<file path="src/rtl/seqlock_pkg.sv">
package seqlock_pkg;

   localparam int unsigned NUM_STATES = 7;
   localparam int unsigned ENC_W      = $clog2(NUM_STATES);

   typedef enum logic [ENC_W-1:0] {
      ST_IDLE = 3'd0,   // nothing sampled yet
      ST_Z    = 3'd1,   // trailing 0 (run of zeros)
      ST_ZO   = 3'd2,   // trailing 0,1
      ST_ZOZ  = 3'd3,   // trailing 0,1,0  -> output high
      ST_O    = 3'd4,   // trailing 1 (run of ones)
      ST_OZ   = 3'd5,   // trailing 1,0
      ST_LOCK = 3'd6    // inhibit pattern seen, absorbing
   } seq_state_e;

   function automatic seq_state_e step_state(input seq_state_e cur, input logic bit_in);
      seq_state_e nxt;
      unique case (cur)
         ST_IDLE: nxt = bit_in ? ST_O  : ST_Z;
         ST_Z:    nxt = bit_in ? ST_ZO : ST_Z;
         ST_ZO:   nxt = bit_in ? ST_O  : ST_ZOZ;
         ST_ZOZ:  nxt = bit_in ? ST_ZO : ST_LOCK;
         ST_O:    nxt = bit_in ? ST_O  : ST_OZ;
         ST_OZ:   nxt = bit_in ? ST_ZO : ST_LOCK;
         ST_LOCK: nxt = ST_LOCK;
         default: nxt = ST_IDLE;
      endcase
      return nxt;
   endfunction

endpackage

</file>
<file path="src/rtl/seqlock_next.sv">
module seqlock_next
   import seqlock_pkg::*;
(
   input  seq_state_e cur_i,
   input  logic       x_i,
   output seq_state_e nxt_o
);
   always_comb begin
      nxt_o = step_state(cur_i, x_i);
   end
endmodule

</file>
<file path="src/rtl/seqlock_state_reg.sv">
module seqlock_state_reg
   import seqlock_pkg::*;
#(
   parameter int unsigned STATE_ENC = 0
)(
   input  logic       clk_i,
   input  logic       rst_i,
   input  seq_state_e nxt_i,
   output seq_state_e cur_o
);
   localparam int unsigned REG_W = (STATE_ENC == 1) ? NUM_STATES : ENC_W;

   if (!(STATE_ENC == 0 || STATE_ENC == 1)) begin : g_bad_enc
      $error("seqlock_state_reg: STATE_ENC must be 0 or 1");
   end

   logic [REG_W-1:0] state_q;

   if (STATE_ENC == 1) begin : g_onehot
      logic [REG_W-1:0] nxt_vec;
      always_comb begin
         nxt_vec = '0;
         nxt_vec[nxt_i] = 1'b1;
      end
      always_ff @(posedge clk_i) begin
         if (rst_i) begin
            state_q <= REG_W'(1) << ST_IDLE;
         end else begin
            state_q <= nxt_vec;
         end
      end
      always_comb begin
         cur_o = ST_IDLE;
         for (int i = 0; i < int'(REG_W); i++) begin
            if (state_q[i]) cur_o = seq_state_e'(i);
         end
      end
   end else begin : g_dense
      always_ff @(posedge clk_i) begin
         if (rst_i) begin
            state_q <= ST_IDLE;
         end else begin
            state_q <= nxt_i;
         end
      end
      assign cur_o = seq_state_e'(state_q);
   end
endmodule

</file>
<file path="src/rtl/seqlock_out.sv">
module seqlock_out
   import seqlock_pkg::*;
(
   input  seq_state_e cur_i,
   output logic       z_o,
   output logic       locked_o
);
   always_comb begin
      z_o      = (cur_i == ST_ZOZ);
      locked_o = (cur_i == ST_LOCK);
   end
endmodule

</file>
<file path="src/rtl/seqlock_detector.sv">
module seqlock_detector
   import seqlock_pkg::*;
#(
   parameter int unsigned STATE_ENC = 0
)(
   input  logic clk_i,
   input  logic rst_i,
   input  logic x_i,
   output logic z_o
);
   seq_state_e cur_st;
   seq_state_e nxt_st;
   logic       locked;

   seqlock_next u_next (
      .cur_i (cur_st),
      .x_i   (x_i),
      .nxt_o (nxt_st)
   );

   seqlock_state_reg #(.STATE_ENC(STATE_ENC)) u_reg (
      .clk_i (clk_i),
      .rst_i (rst_i),
      .nxt_i (nxt_st),
      .cur_o (cur_st)
   );

   seqlock_out u_out (
      .cur_i    (cur_st),
      .z_o      (z_o),
      .locked_o (locked)
   );
endmodule

</file>
<file path="config.mk">
export PLATFORM = sky130hd
export DESIGN_NAME = seqlock_detector
export DESIGN_NICKNAME = d
export VERILOG_FILES = /design/src/rtl/seqlock_pkg.sv /design/src/rtl/seqlock_next.sv /design/src/rtl/seqlock_state_reg.sv /design/src/rtl/seqlock_out.sv /design/src/rtl/seqlock_detector.sv
export SDC_FILE = /design/constraint.sdc
export NUM_CORES = 1
export LEC_CHECK = 0
export BUFFER_PORTS_ARGS = -buffer_cell sky130_fd_sc_hd__buf_2
export CELL_PAD_IN_SITES_DETAIL_PLACEMENT = 0
export CELL_PAD_IN_SITES_GLOBAL_PLACEMENT = 2
export CORE_AREA = 2 2 39 41
export CTS_BUF_LIST = sky130_fd_sc_hd__clkbuf_2 sky130_fd_sc_hd__clkbuf_4 sky130_fd_sc_hd__clkbuf_8
export CTS_CLUSTER_SIZE = 30
export DETAILED_ROUTE_END_ITERATION = 8
export DIE_AREA = 0 0 41 43
export GPL_ROUTABILITY_DRIVEN = 0
export PLACE_DENSITY = 0.45
export REMOVE_ABC_BUFFERS = 1
export SYNTH_ARGS = -nofsm -noshare
export SYNTH_HDL_FRONTEND = slang
export SYNTH_HIERARCHICAL = 1
export SYNTH_SLANG_ARGS = --single-unit
export TNS_END_PERCENT = 100
</file>
<file path="constraint.sdc">
create_clock -name clk_i -period 2 [get_ports clk_i]
set_clock_uncertainty 0.2 [all_clocks]
set_input_delay 0.1 -clock clk_i [delete_from_list [all_inputs] [get_ports clk_i]]
set_output_delay 0.1 -clock clk_i [all_outputs]
set_load 0.01 [all_outputs]
</file>
# ---- Word-level counts from Yosys, hierarchy flattened
# Index checks and enable logic that the tools add are counted.
# Widths: inputs -> output; s select.
dict set report totals {
  ff_bits 3
  in_bits 3
  output_inout_bits 1
  wordCells 15
}
dict set report classes {
  n_reduce_logical 2
  muxes 6
  eq_ne 6
}
# operator count
set op_table {}
lappend op_table {{$pmux 3 s6} 1}
lappend op_table {{$eq 3x3->1 const B} 3}
lappend op_table {{$mux 3} 3}
lappend op_table {{$eq 3x2->1 const B} 2}
lappend op_table {{$eq 3x1->1 const B} 1}
lappend op_table {{$logic_not 3->1} 1}
lappend op_table {{$mux 2} 1}
lappend op_table {{$reduce_or 2->1} 1}
lappend op_table {{$mux 1} 1}

# ---- Longest topological paths before layout
# Gate-level depths: netlist (run 1).
dict set report logic_depth {
  ltp_word 3
  mapped_depth 3
  depth_no_buf 3
}

# ---- By module
# The synthesis (run 1) kept the hierarchy.
# mod seq_area_each_um2 area_per_inst_um2 instances cells_each
set by_module_without_submodules {}
lappend by_module_without_submodules {seqlock_state_reg 60.1 78.8 1 6}
lappend by_module_without_submodules {seqlock_next 0.0 56.3 1 9}
lappend by_module_without_submodules {seqlock_out 0.0 17.5 1 2}

# ---- Worst setup path after synthesis (run 1)
# OpenSTA, ideal clock, no wires.
dict set report synth_timing {
  kind {register -> register}
  start {register u_reg.state_q[2], in the netlist u_reg/cur_o[2]}
  end {register u_reg.state_q[0], in the netlist u_reg/cur_o[0]}
  path_buffers 0
  setup_ns 0.065
  stages_incl_launch_ff 4
  period_less_slack_ns 1.108
  arrival_time_ns 0.843
  path_slack_ns 0.892
  required_ns 1.735
  path_cell_list {dfxtp_1 > maj3_1 > nor2_1 > nor2b_1}
}
dict set report synth_via {
  elab_chain_cells 3
  word_cells_on_any_way 9
  classes_between {6 x eq/ne; 1 x mux; 2 x reduce/logical}
}
# item line
set synth_lines {}
lappend synth_lines {{start: declaration} seqlock_state_reg.sv:17} ;# logic [REG_W-1:0] state_q;
lappend synth_lines {{start signal: assignment} seqlock_state_reg.sv:43} ;# state_q <= nxt_i;
lappend synth_lines {{$eq 3x2->1 / $eq 3x3->1 (equally long branches)} seqlock_pkg.sv:18} ;# unique case (cur)
lappend synth_lines {{$reduce_or 2->1 (no line)} n/a}
lappend synth_lines {{$pmux 3 s6 (*)} seqlock_pkg.sv:18}
lappend synth_lines {{net nxt_st[0]} seqlock_detector.sv:12} ;# seq_state_e nxt_st;
# Mark *: on every way through the listed nets, which the timed path passes. The rest lies on a longest branch.
# A chain may end at the register's enable or synchronous reset.

# ---- Final worst setup path (run 1)
# Ends and elaborated chain as after synthesis.

==> results of run 1 <==
repair_timing:
action                    CTS  global route
hold endpoints to repair    3             0
resized for setup           0             0
hold buffers                2             0
final timing paths:
path	end	start	cells after the start
setup / recovery	u_reg/cur_o[0]$_SDFF_PP0_	u_reg/cur_o[2]$_SDFF_PP0_	4
hold / removal	u_reg/cur_o[2]$_SDFF_PP0_	x_i	3
setup reg to reg	u_reg/cur_o[0]$_SDFF_PP0_	u_reg/cur_o[2]$_SDFF_PP0_	4
hold reg to reg	u_reg/cur_o[1]$_SDFF_PP0_	u_reg/cur_o[1]$_SDFF_PP0_	3
stage by stage:
step	hold slack [ns]	utilization [%]	worst slack, ns
final	0.0470	16.5	0.293
after global routing	0.0523	16.5	0.215
after CTS	0.0308	16.5	0.291
after detailed placement	0.0960	12.9	0.771
after global placement	0.0940	12.9	0.803
after floorplan	-0.0284	-	0.899
cell usage in the layout, fill, tap and decap left out:
| master | n |
|---|---|
| a211oi_1 | 2 |
| maj3_1 | 1 |
| nor2_1 | 2 |
| dfxtp_1 | 3 |
| nor2b_1 | 3 |
| clkbuf_4 | 4 |
| a221oi_1 | 1 |
| dlygate4sd3_1 | 2 |
| buf_2 | 3 |
| inv_1 | 1 |
| and3_1 | 1 |
| o21ai_0 | 1 |
| and3b_1 | 1 |
power breakdown:
group	internal (uW)	switching, uW
sequential	64.4	5.42
clock	88.2	30.3
combinational	11.4	7.15
total	164	42.9
routing by layer:
metal	track usage, %	part of all wire (%)
met3	1.57	9.6
met5	0	0
met2	4.06	43
met4	10.0	0
met1	5.75	47
worst max-delay path, cell delays in order, from the launching register on:
cell,delay [ns]
dfxtp_1,0.34
maj3_1,0.36
nor2_1,0.09
nor2b_1,0.12
dlygate4sd3_1,0.54
final cells by class:
| type | count | area [sq um] |
|---|---|---|
| fill | 151 | 1150 |
| timing repair buffer | 5 | 35.0 |
| tap | 16 | 20.0 |
| inverter | 1 | 3.75 |
| sequential | 3 | 60.1 |
| clock buffer | 4 | 30.0 |
| multi-input combinational | 12 | 80.1 |
==> metrics.md, run 1 <==
| Metric | Value |
|---|---|
| Vias in the first global route | 126 |
| Critical Path AT | approximately 1.7 ns |
| CTS tree | built |
| Placed insts | 35 |
| Tot GR Track Use | 4.91% |
| First-pass GRT wire length | roughly 470 um |
| Ys Warns | 6 |
| Fin nets | 29 |
| Final Non-Filler Cells | 41 |
| Largest register FFs | 3 |
| Die Height | 43 um |
| Pwr Total | 207 uW |
| Post-layout min period | 1.71 ns |
| Die span in x | 41 um |
| Hold Path Class | input port to flop |
| Final hold viol count | 0 |
| DR vias/cell | 3.46 |
| Grt ovf | 0 |
| Final setup viols | 0 |
| Die area | 1760 sq um |
| Initial antenna violation count | 0 |
| I/O pins | 4 |
| DRC Markers | 0 |
| Initial Utilization | 10.4% |
| Detail Route Antenna Nets | 0 |
| Core area | around 1400 sq um |
| Setup repair after global routing missed its margin | no |
| Setup TNS Final | 0 ns |
| Peak VDD IR | 196 uV |
| Worst slew pin tran | 0.290 ns |
| # Post-CTS Setup Buffers | 0 |
| CTS Buffer Depth | 2 |
| P per Cell Area | 904 nW/um^2 |
| CP startpoint kind | flop |
| Max-slew violation count | 0 |
| Largest net degree at the start of global routing | 8 |
| Clk Latency, worst-skew pair | 0.23 ns |
| Num Clock Sinks | 3 |
| Final WL | 301 um |
| H-tree depth | 1 |
| Final instance area | roughly 230 sq um |
| Fmax | ~590 MHz |
| Drt wl/cell | 7.34 um |
| Layout Area Growth over Synthesis | 59.1% |
| Worst path required time | 1.97 ns |
| Clock buffer count from CTS | 3 |
| ANT cells | 0 |
| R2R Setup Slk | 0.29 ns |
| Area post-placement | 179 sq um |
| CTS root buf | clkbuf_4 |
| Period utilisation layout | between 80% and 90% |
| Vias | ~140 |
| Drt pass-1 iters | 4 |
| Slew margin rel. | about four fifths |
| Drt initial violations | 3 |
| Status | finished, final reports clean |
| Mapped Avg Cell Area | 8.99 sq um |
| Clock Pin Slew Worst Setup and Hold Paths | approximately 0.040 ns |
| Syn Inst Count | 16 |
| Netlist Area Pre-Place | 144 sq um |
| Rows | 14 |
| Critical path class | flop to flop |
| Layout cells sized above 1 | between 20% and 30% |
| Cell leakage power | 0.0000985 uW |
| Worst Setup End Kind | flop |
| Max Cap Violations | 0 |
| Largest fanout on the critical path | 6 |
| # port buffers | 3 |
No activity file was read; power rests on OpenSTA's default activity.
==> run 2: changes to the inputs <==
CELL_PAD_IN_SITES_DETAIL_PLACEMENT = 1   (was 0)
CELL_PAD_IN_SITES_GLOBAL_PLACEMENT = 1   (was 2)
PLACE_DENSITY = 0.37   (was 0.45)
SYNTH_HIERARCHICAL = unset   (was 1)
==> metrics.md, run 2 <==
| Metric | Value |
|---|---|
| Status | finished, final reports clean (unchanged) |
| CTS tree | built (unchanged) |
| Final Non-Filler Cells | 40 (was 41) |
| Mapped Avg Cell Area | 9.21 sq um (was 8.99 sq um) |
| DP Worst Slack | 0.873 ns (was 0.771 ns) |
| Cell leakage power | 0.0000924 uW (was 0.0000985 uW) |
| Final WL | 333 um (was 301 um) |
| Layout cells sized above 1 | 29.2% (was 28.0%) |
| Die area | 1760 sq um (unchanged) |
| # resized after CTS | 0 (unchanged) |
| DR vias/cell | 3.55 (was 3.46) |
| Fmax | 593 MHz (was 586 MHz) |
| Clock Pin Slew Worst Setup and Hold Paths | 0.04 ns (about the same) |
| Drt wl/cell | 8.33 um (was 7.34 um) |
| CTS root buf | clkbuf_4 (unchanged) |
| P per Cell Area | 918 nW/um^2 (was 904 nW/um^2) |
| Hold endpoint | u_reg.cur_o[2]$_SDFF_PP0_ (was u_reg/cur_o[2]$_SDFF_PP0_) |
| Slew margin rel. | 80.7% (about the same) |
| Num Clock Sinks | 3 (unchanged) |
| CP startpoint kind | flop (unchanged) |
| Synth area leader | dfxtp_1 |
| Drt initial violations | 0 (was 3) |
| H-tree depth | 1 (unchanged) |
| Tot GR Track Use | 5.52% (was 4.91%) |
| Most common cell after layout, fill and taps aside | clkbuf_4 (unchanged) |
| Critical path class | flop to flop (unchanged) |
| Detail Route Antenna Nets | 0 (unchanged) |
| Initial antenna violation count | 0 (unchanged) |
| Max Cap Violations | 0 (unchanged) |
| Critical Path AT | 1.66 ns (was 1.68 ns) |
| Rows | 14 (unchanged) |
| Hold path depth | 1 (was 3) |
| DRC Markers | 0 (unchanged) |
| Final instance area | 224 sq um (was 229 sq um) |
| Worst path required time | 1.97 ns (about the same) |
| Synthesis-stage register bit count | 3 |
| # port buffers | 3 (unchanged) |
| Most frequent cells in the layout | clkbuf_4 (4), dlygate4sd3_1 (3), buf_2 (3), dfxtp_1 (3), nor3_1 (2) (was clkbuf_4 (4), buf_2 (3), nor2b_1 (3), dfxtp_1 (3)) |
| Clk Latency, worst-skew pair | 0.23 ns (about the same) |
| R2R cell count | 3 (was 4) |
| Vias | 142 (unchanged) |
| Die span in x | 41 um (unchanged) |
| Peak VDD IR | 210 uV (was 196 uV) |
| Post-synth EDFFs | 0 |
| HP Start | u_reg.cur_o[0]$_SDFF_PP0_ (was x_i) |
| ANT cells | 0 (unchanged) |
| Fin nets | 28 (was 29) |
| Final hold slack | 0.351 ns (was 0.0470 ns) |
| Area fraction of the dominant cell type after synthesis | 46.6% |
| R2r startpoint | u_reg.cur_o[0]$_SDFF_PP0_ (was u_reg/cur_o[2]$_SDFF_PP0_) |
| Initial Utilization | 9.31% (was 10.4%) |
| Period utilisation layout | 84.3% (was 85.3%) |
| CTS Buffer Depth | 2 (unchanged) |
| Final setup viols | 0 (unchanged) |
| Worst Setup End Kind | flop (unchanged) |
| Largest register FFs | 3 (unchanged) |
| Largest net degree at the start of global routing | 7 (was 8) |
| Drt pass-1 iters | 1 (was 4) |
| Most frequent cells after synthesis | dfxtp_1 (3), nor3_1 (2) |
| Final hold viol count | 0 (unchanged) |
| Core area | 1380 sq um (unchanged) |
| Worst slew pin tran | 0.288 ns (was 0.290 ns) |
| Ys flop type | dfxtp_1 |
| Die Height | 43 um (unchanged) |
| Syn Inst Count | 14 (was 16) |
| Post-layout min period | 1.69 ns (was 1.71 ns) |
| I/O pins | 4 (unchanged) |
| Layout Area Growth over Synthesis | 73.8% (was 59.1%) |
| Ys Warns | 0 (was 6) |
| Setup TNS Final | 0 ns (unchanged) |
| Fin worst setup slack | 0.314 ns (was 0.293 ns) |
| Largest cells by area after synthesis | dfxtp_1 (47%), a2111oi_1 (7.8%), maj3_1 (7.8%), nor3_1 (7.8%), a211oi_1 (5.8%) |
| Yosys cell types | 11 |
| Largest fanout on the critical path | 6 (unchanged) |
| Netlist Area Pre-Place | 129 sq um (was 144 sq um) |
| Vias in the first global route | 154 (was 126) |
| Sequential-to-total area share from yosys stat | 46.6% |
| Synth async-reset ratio | 0% |
| Setup repair after global routing missed its margin | no (unchanged) |
| Max-slew violation count | 0 (unchanged) |
| Grt ovf | 0 (unchanged) |
| Placed insts | 33 (was 35) |
| Hold Path Class | flop to flop (was input port to flop) |
| Top-count cell post-synth | dfxtp_1 |
| R2R Setup Slk | 0.31 ns (was 0.29 ns) |
| First-pass GRT wire length | 593 um (was 469 um) |
| Clock buffer count from CTS | 3 (unchanged) |
| Area post-placement | 164 sq um (was 179 sq um) |
| Critical R2R Capture | u_reg.cur_o[0]$_SDFF_PP0_ (was u_reg/cur_o[0]$_SDFF_PP0_) |
==> run 2: per-layer routing <==
layer / part of all wire (%) / vias up / global-route usage [%]
met5: 0 / - / 0
met4: 0 / 0 / 8.00
met3: 9.0 / 0 / 1.57
met2: 49 / 4 / 6.56
met1: 42 / 65 / 6.11
li1: - / 73 / -
==> run 2: kinds of logic (layout without fill, tap and decap cells) <==
kind of cell	count (synthesis)	in the layout	share of synthesized area, %
compound gates	3	3	17.5
fa+ha+maj	1	1	7.77
buf+inv	0	10	0
flops	3	3	46.6
simple gates	7	7	28.2
==> run 2: per-stage QoR <==
stage / utilization [%] / power (uW)
2_1_floorplan: - / 77.1
3_3_place_gp: 11.8 / 83.7
3_5_place_dp: 11.8 / 83.4
4_1_cts: 16.2 / 214
5_1_grt: 16.2 / 219
6_report: 16.2 / 206
==> run 2: how the worst max path moves through the flow <==
stage / to / startpoint / depth (start not counted)
2_1_floorplan: u_reg.cur_o[0]$_SDFF_PP0_ / u_reg.cur_o[2]$_SDFF_PP0_ / 2
3_3_place_gp: u_reg.cur_o[2]$_SDFF_PP0_ / u_reg.cur_o[0]$_SDFF_PP0_ / 2
3_5_place_dp: u_reg.cur_o[2]$_SDFF_PP0_ / u_reg.cur_o[0]$_SDFF_PP0_ / 2
4_1_cts: u_reg.cur_o[0]$_SDFF_PP0_ / u_reg.cur_o[2]$_SDFF_PP0_ / 3
5_1_grt: u_reg.cur_o[0]$_SDFF_PP0_ / u_reg.cur_o[2]$_SDFF_PP0_ / 3
6_report: u_reg.cur_o[0]$_SDFF_PP0_ / u_reg.cur_o[0]$_SDFF_PP0_ / 3
==> run 2: report_power, final <==
part           switching, uW  internal (uW)
Combinational           6.63           10.8
Clock                   30.2           88.2
Sequential              5.40           64.3
Total                   42.3            163
==> run 2: final cells by class <==
type                    instances  area, sq um
fillers                       171         1160
multi-input cells              11         68.8
flip-flops and latches          3         60.1
repair buffers                  6         45.0
clock buffers                   4         30.0
well taps                      16         20.0
==> run 2: repair_timing <==
item / 4_1_cts / 5_1_grt
hold buffers: 3 / 0
setup buffers: 0 / 0
hold endpoints to repair: 3 / 0
==> run 2: worst max-delay path, stage by stage, from the launching register on <==
cell and delay, ns:
dfxtp_1 0.34, maj3_1 0.36, nor3_1 0.15, dlygate4sd3_1 0.57
==> run 3: changes to the inputs <==
PLACE_DENSITY = 0.38   (was 0.37)
clock period = 1.38 ns   (was 2 ns; I/O delays follow)
==> metrics.md, run 3 (synthesis gave the netlist of run 2 again) <==
| Metric | Value |
|---|---|
| Initial Utilization | 9.31% (unchanged) |
| Final setup viols | 0 (unchanged) |
| Initial antenna violation count | 0 (unchanged) |
| Clk Latency, worst-skew pair | 0.23 ns (about the same) |
| CP startpoint kind | input port (was flop) |
| Post-layout min period | about 1.2 ns |
| Hold Path Class | flop to flop (unchanged) |
| Clock buffer count from CTS | 3 (unchanged) |
| Setup repair after global routing missed its margin | no (unchanged) |
| Fin nets | 27 (was 28) |
| Most common cell after layout, fill and taps aside | clkbuf_4 (unchanged) |
| Critical path class | input port to flop (was flop to flop) |
| Layout cells sized above 1 | 30.4% (was 29.2%) |
| Worst Setup End Kind | flop (unchanged) |
| Largest fanout on the critical path | 5 (was 6) |
| Drt wl/cell | 8.18 um (was 8.33 um) |
| Vias | 137 (was 142) |
| Multi-input gate area | 68.8 sq um (unchanged) |
| Clock Pin Slew Worst Setup and Hold Paths | 0.04 ns (about the same) |
| Die Height | 43 um (unchanged) |
| Worst path required time | 1.29 ns (was 1.97 ns) |
| R2R Setup Slk | 0.23 ns (was 0.31 ns) |
| Grt ovf | 0 (unchanged) |
| Fin worst setup slack | 0.162 ns (was 0.314 ns) |
| Drt pass-1 iters | 1 (unchanged) |
| First-pass GRT wire length | 565 um (was 593 um) |
| Final WL | 319 um (was 333 um) |
| Drt initial violations | 0 (unchanged) |
| Vias in the first global route | 161 (was 154) |
| Hold path depth | 1 (unchanged) |
| CTS Buffer Depth | 2 (unchanged) |
| Tot GR Track Use | 5.32% (was 5.52%) |
| P per Cell Area | 1380 nW/um^2 (was 918 nW/um^2) |
| HP Start | u_reg.cur_o[0]$_SDFF_PP0_ (unchanged) |
| Fmax | 821 MHz |
| CTS tree | built (unchanged) |
| R2r startpoint | u_reg.cur_o[2]$_SDFF_PP0_ (was u_reg.cur_o[0]$_SDFF_PP0_) |
| Most frequent cells in the layout | clkbuf_4 (4), buf_2 (3), dfxtp_1 (3) (was clkbuf_4 (4), dlygate4sd3_1 (3), buf_2 (3), dfxtp_1 (3), nor3_1 (2)) |
| Max-slew violation count | 0 (unchanged) |
| I/O pins | 4 (unchanged) |
| Period utilisation layout | 88.3% |
| DRC Markers | 0 (unchanged) |
| Die area | 1760 sq um (unchanged) |
| Layout Area Growth over Synthesis | 66.0% (was 73.8%) |
| Die span in x | 41 um (unchanged) |
| Slew margin rel. | 79.2% (was 80.7%) |
| CTS root buf | clkbuf_4 (unchanged) |
| Hold endpoint | u_reg.cur_o[2]$_SDFF_PP0_ (unchanged) |
| H-tree depth | 1 (unchanged) |
| Critical Path AT | 1.13 ns (was 1.66 ns) |
| R2R cell count | 2 (was 3) |
| Critical R2R Capture | u_reg.cur_o[0]$_SDFF_PP0_ (unchanged) |
| Setup TNS Final | 0 ns (unchanged) |
| Worst slew pin tran | 0.311 ns (was 0.288 ns) |
| Largest register FFs | 3 (unchanged) |
| Detail Route Antenna Nets | 0 (unchanged) |
| # resized after CTS | 0 (unchanged) |
| Final hold slack | 0.348 ns (was 0.351 ns) |
| Cell leakage power | 0.0000867 uW (was 0.0000924 uW) |
| Pwr Total | 296 uW (was 206 uW) |
| # port buffers | 3 (unchanged) |
| ANT cells | 0 (unchanged) |
| Sequential standard cell area | 60.1 sq um (unchanged) |
| Max Cap Violations | 0 (unchanged) |
| Rows | 14 (unchanged) |
| Num Clock Sinks | 3 (unchanged) |
| Peak VDD IR | 260 uV (was 210 uV) |
| DR vias/cell | 3.51 (was 3.55) |
| Core area | 1380 sq um (unchanged) |
| DP Worst Slack | 0.213 ns (was 0.873 ns) |
| Fillers | 170 (was 171) |
| Final hold viol count | 0 (unchanged) |
| Status | finished, final reports clean (unchanged) |
| Largest net degree at the start of global routing | 7 (unchanged) |
run 3: changes by cell type in the layout (fill, tap and decap cells not counted):
cell,before,now
dlygate4sd3_1,3,2
run 3: stage by stage:
stage | instance area (sq um) | util (%) | instances
after floorplan | 129 | - | 14
after global placement | 164 | 11.8 | 33
after global routing | 214 | 15.5 | 39
after detailed placement | 164 | 11.8 | 33
final | 214 | 15.5 | 39
after CTS | 214 | 15.5 | 39
run 3: cell type report:
cell class	instances	share of cell area (%)
sequential	3	28.1
clock buffer	4	14.0
tap	16	9.36
multi-input combinational	11	32.2
timing repair buffer	5	16.4
run 3: worst max-delay path by stage:
stage,slack (ns),from,endpoint,depth (start not counted)
after detailed placement,0.21,u_reg.cur_o[1]$_SDFF_PP0_,u_reg.cur_o[2]$_SDFF_PP0_,2
after floorplan,0.34,u_reg.cur_o[2]$_SDFF_PP0_,u_reg.cur_o[0]$_SDFF_PP0_,2
after global placement,0.18,u_reg.cur_o[1]$_SDFF_PP0_,u_reg.cur_o[2]$_SDFF_PP0_,2
final,0.16,x_i,u_reg.cur_o[2]$_SDFF_PP0_,3
after global routing,0.09,u_reg.cur_o[0]$_SDFF_PP0_,z_o,3
after CTS,0.14,x_i,u_reg.cur_o[2]$_SDFF_PP0_,3
run 3: metal layers:
layer  share of wire [%]  up-vias  wire length [um]  track usage, %
met5                   0        -                 0               0
met4                   0        0                 0            8.00
met3                 5.6        0                18            1.57
met2                  45        4               145            6.56
met1                  49       60               155            5.45
li1                    -       73                 -               -
run 3: worst max-delay path, stage by stage:
cell and delay, ns:
dlygate4sd3_1 0.53, buf_2 0.15, a2111oi_1 0.38
run 3: what timing repair did:
item | in CTS | in global routing
buffers inserted | 0 | 0
hold endpoints to repair | 3 | 0
hold buffers | 2 | 0
run 3: power breakdown:
group	internal [uW]	switching, uW
Combinational	13.4	8.97
Sequential	93.2	8.04
Clock	128	44.3
Total	234	61.3
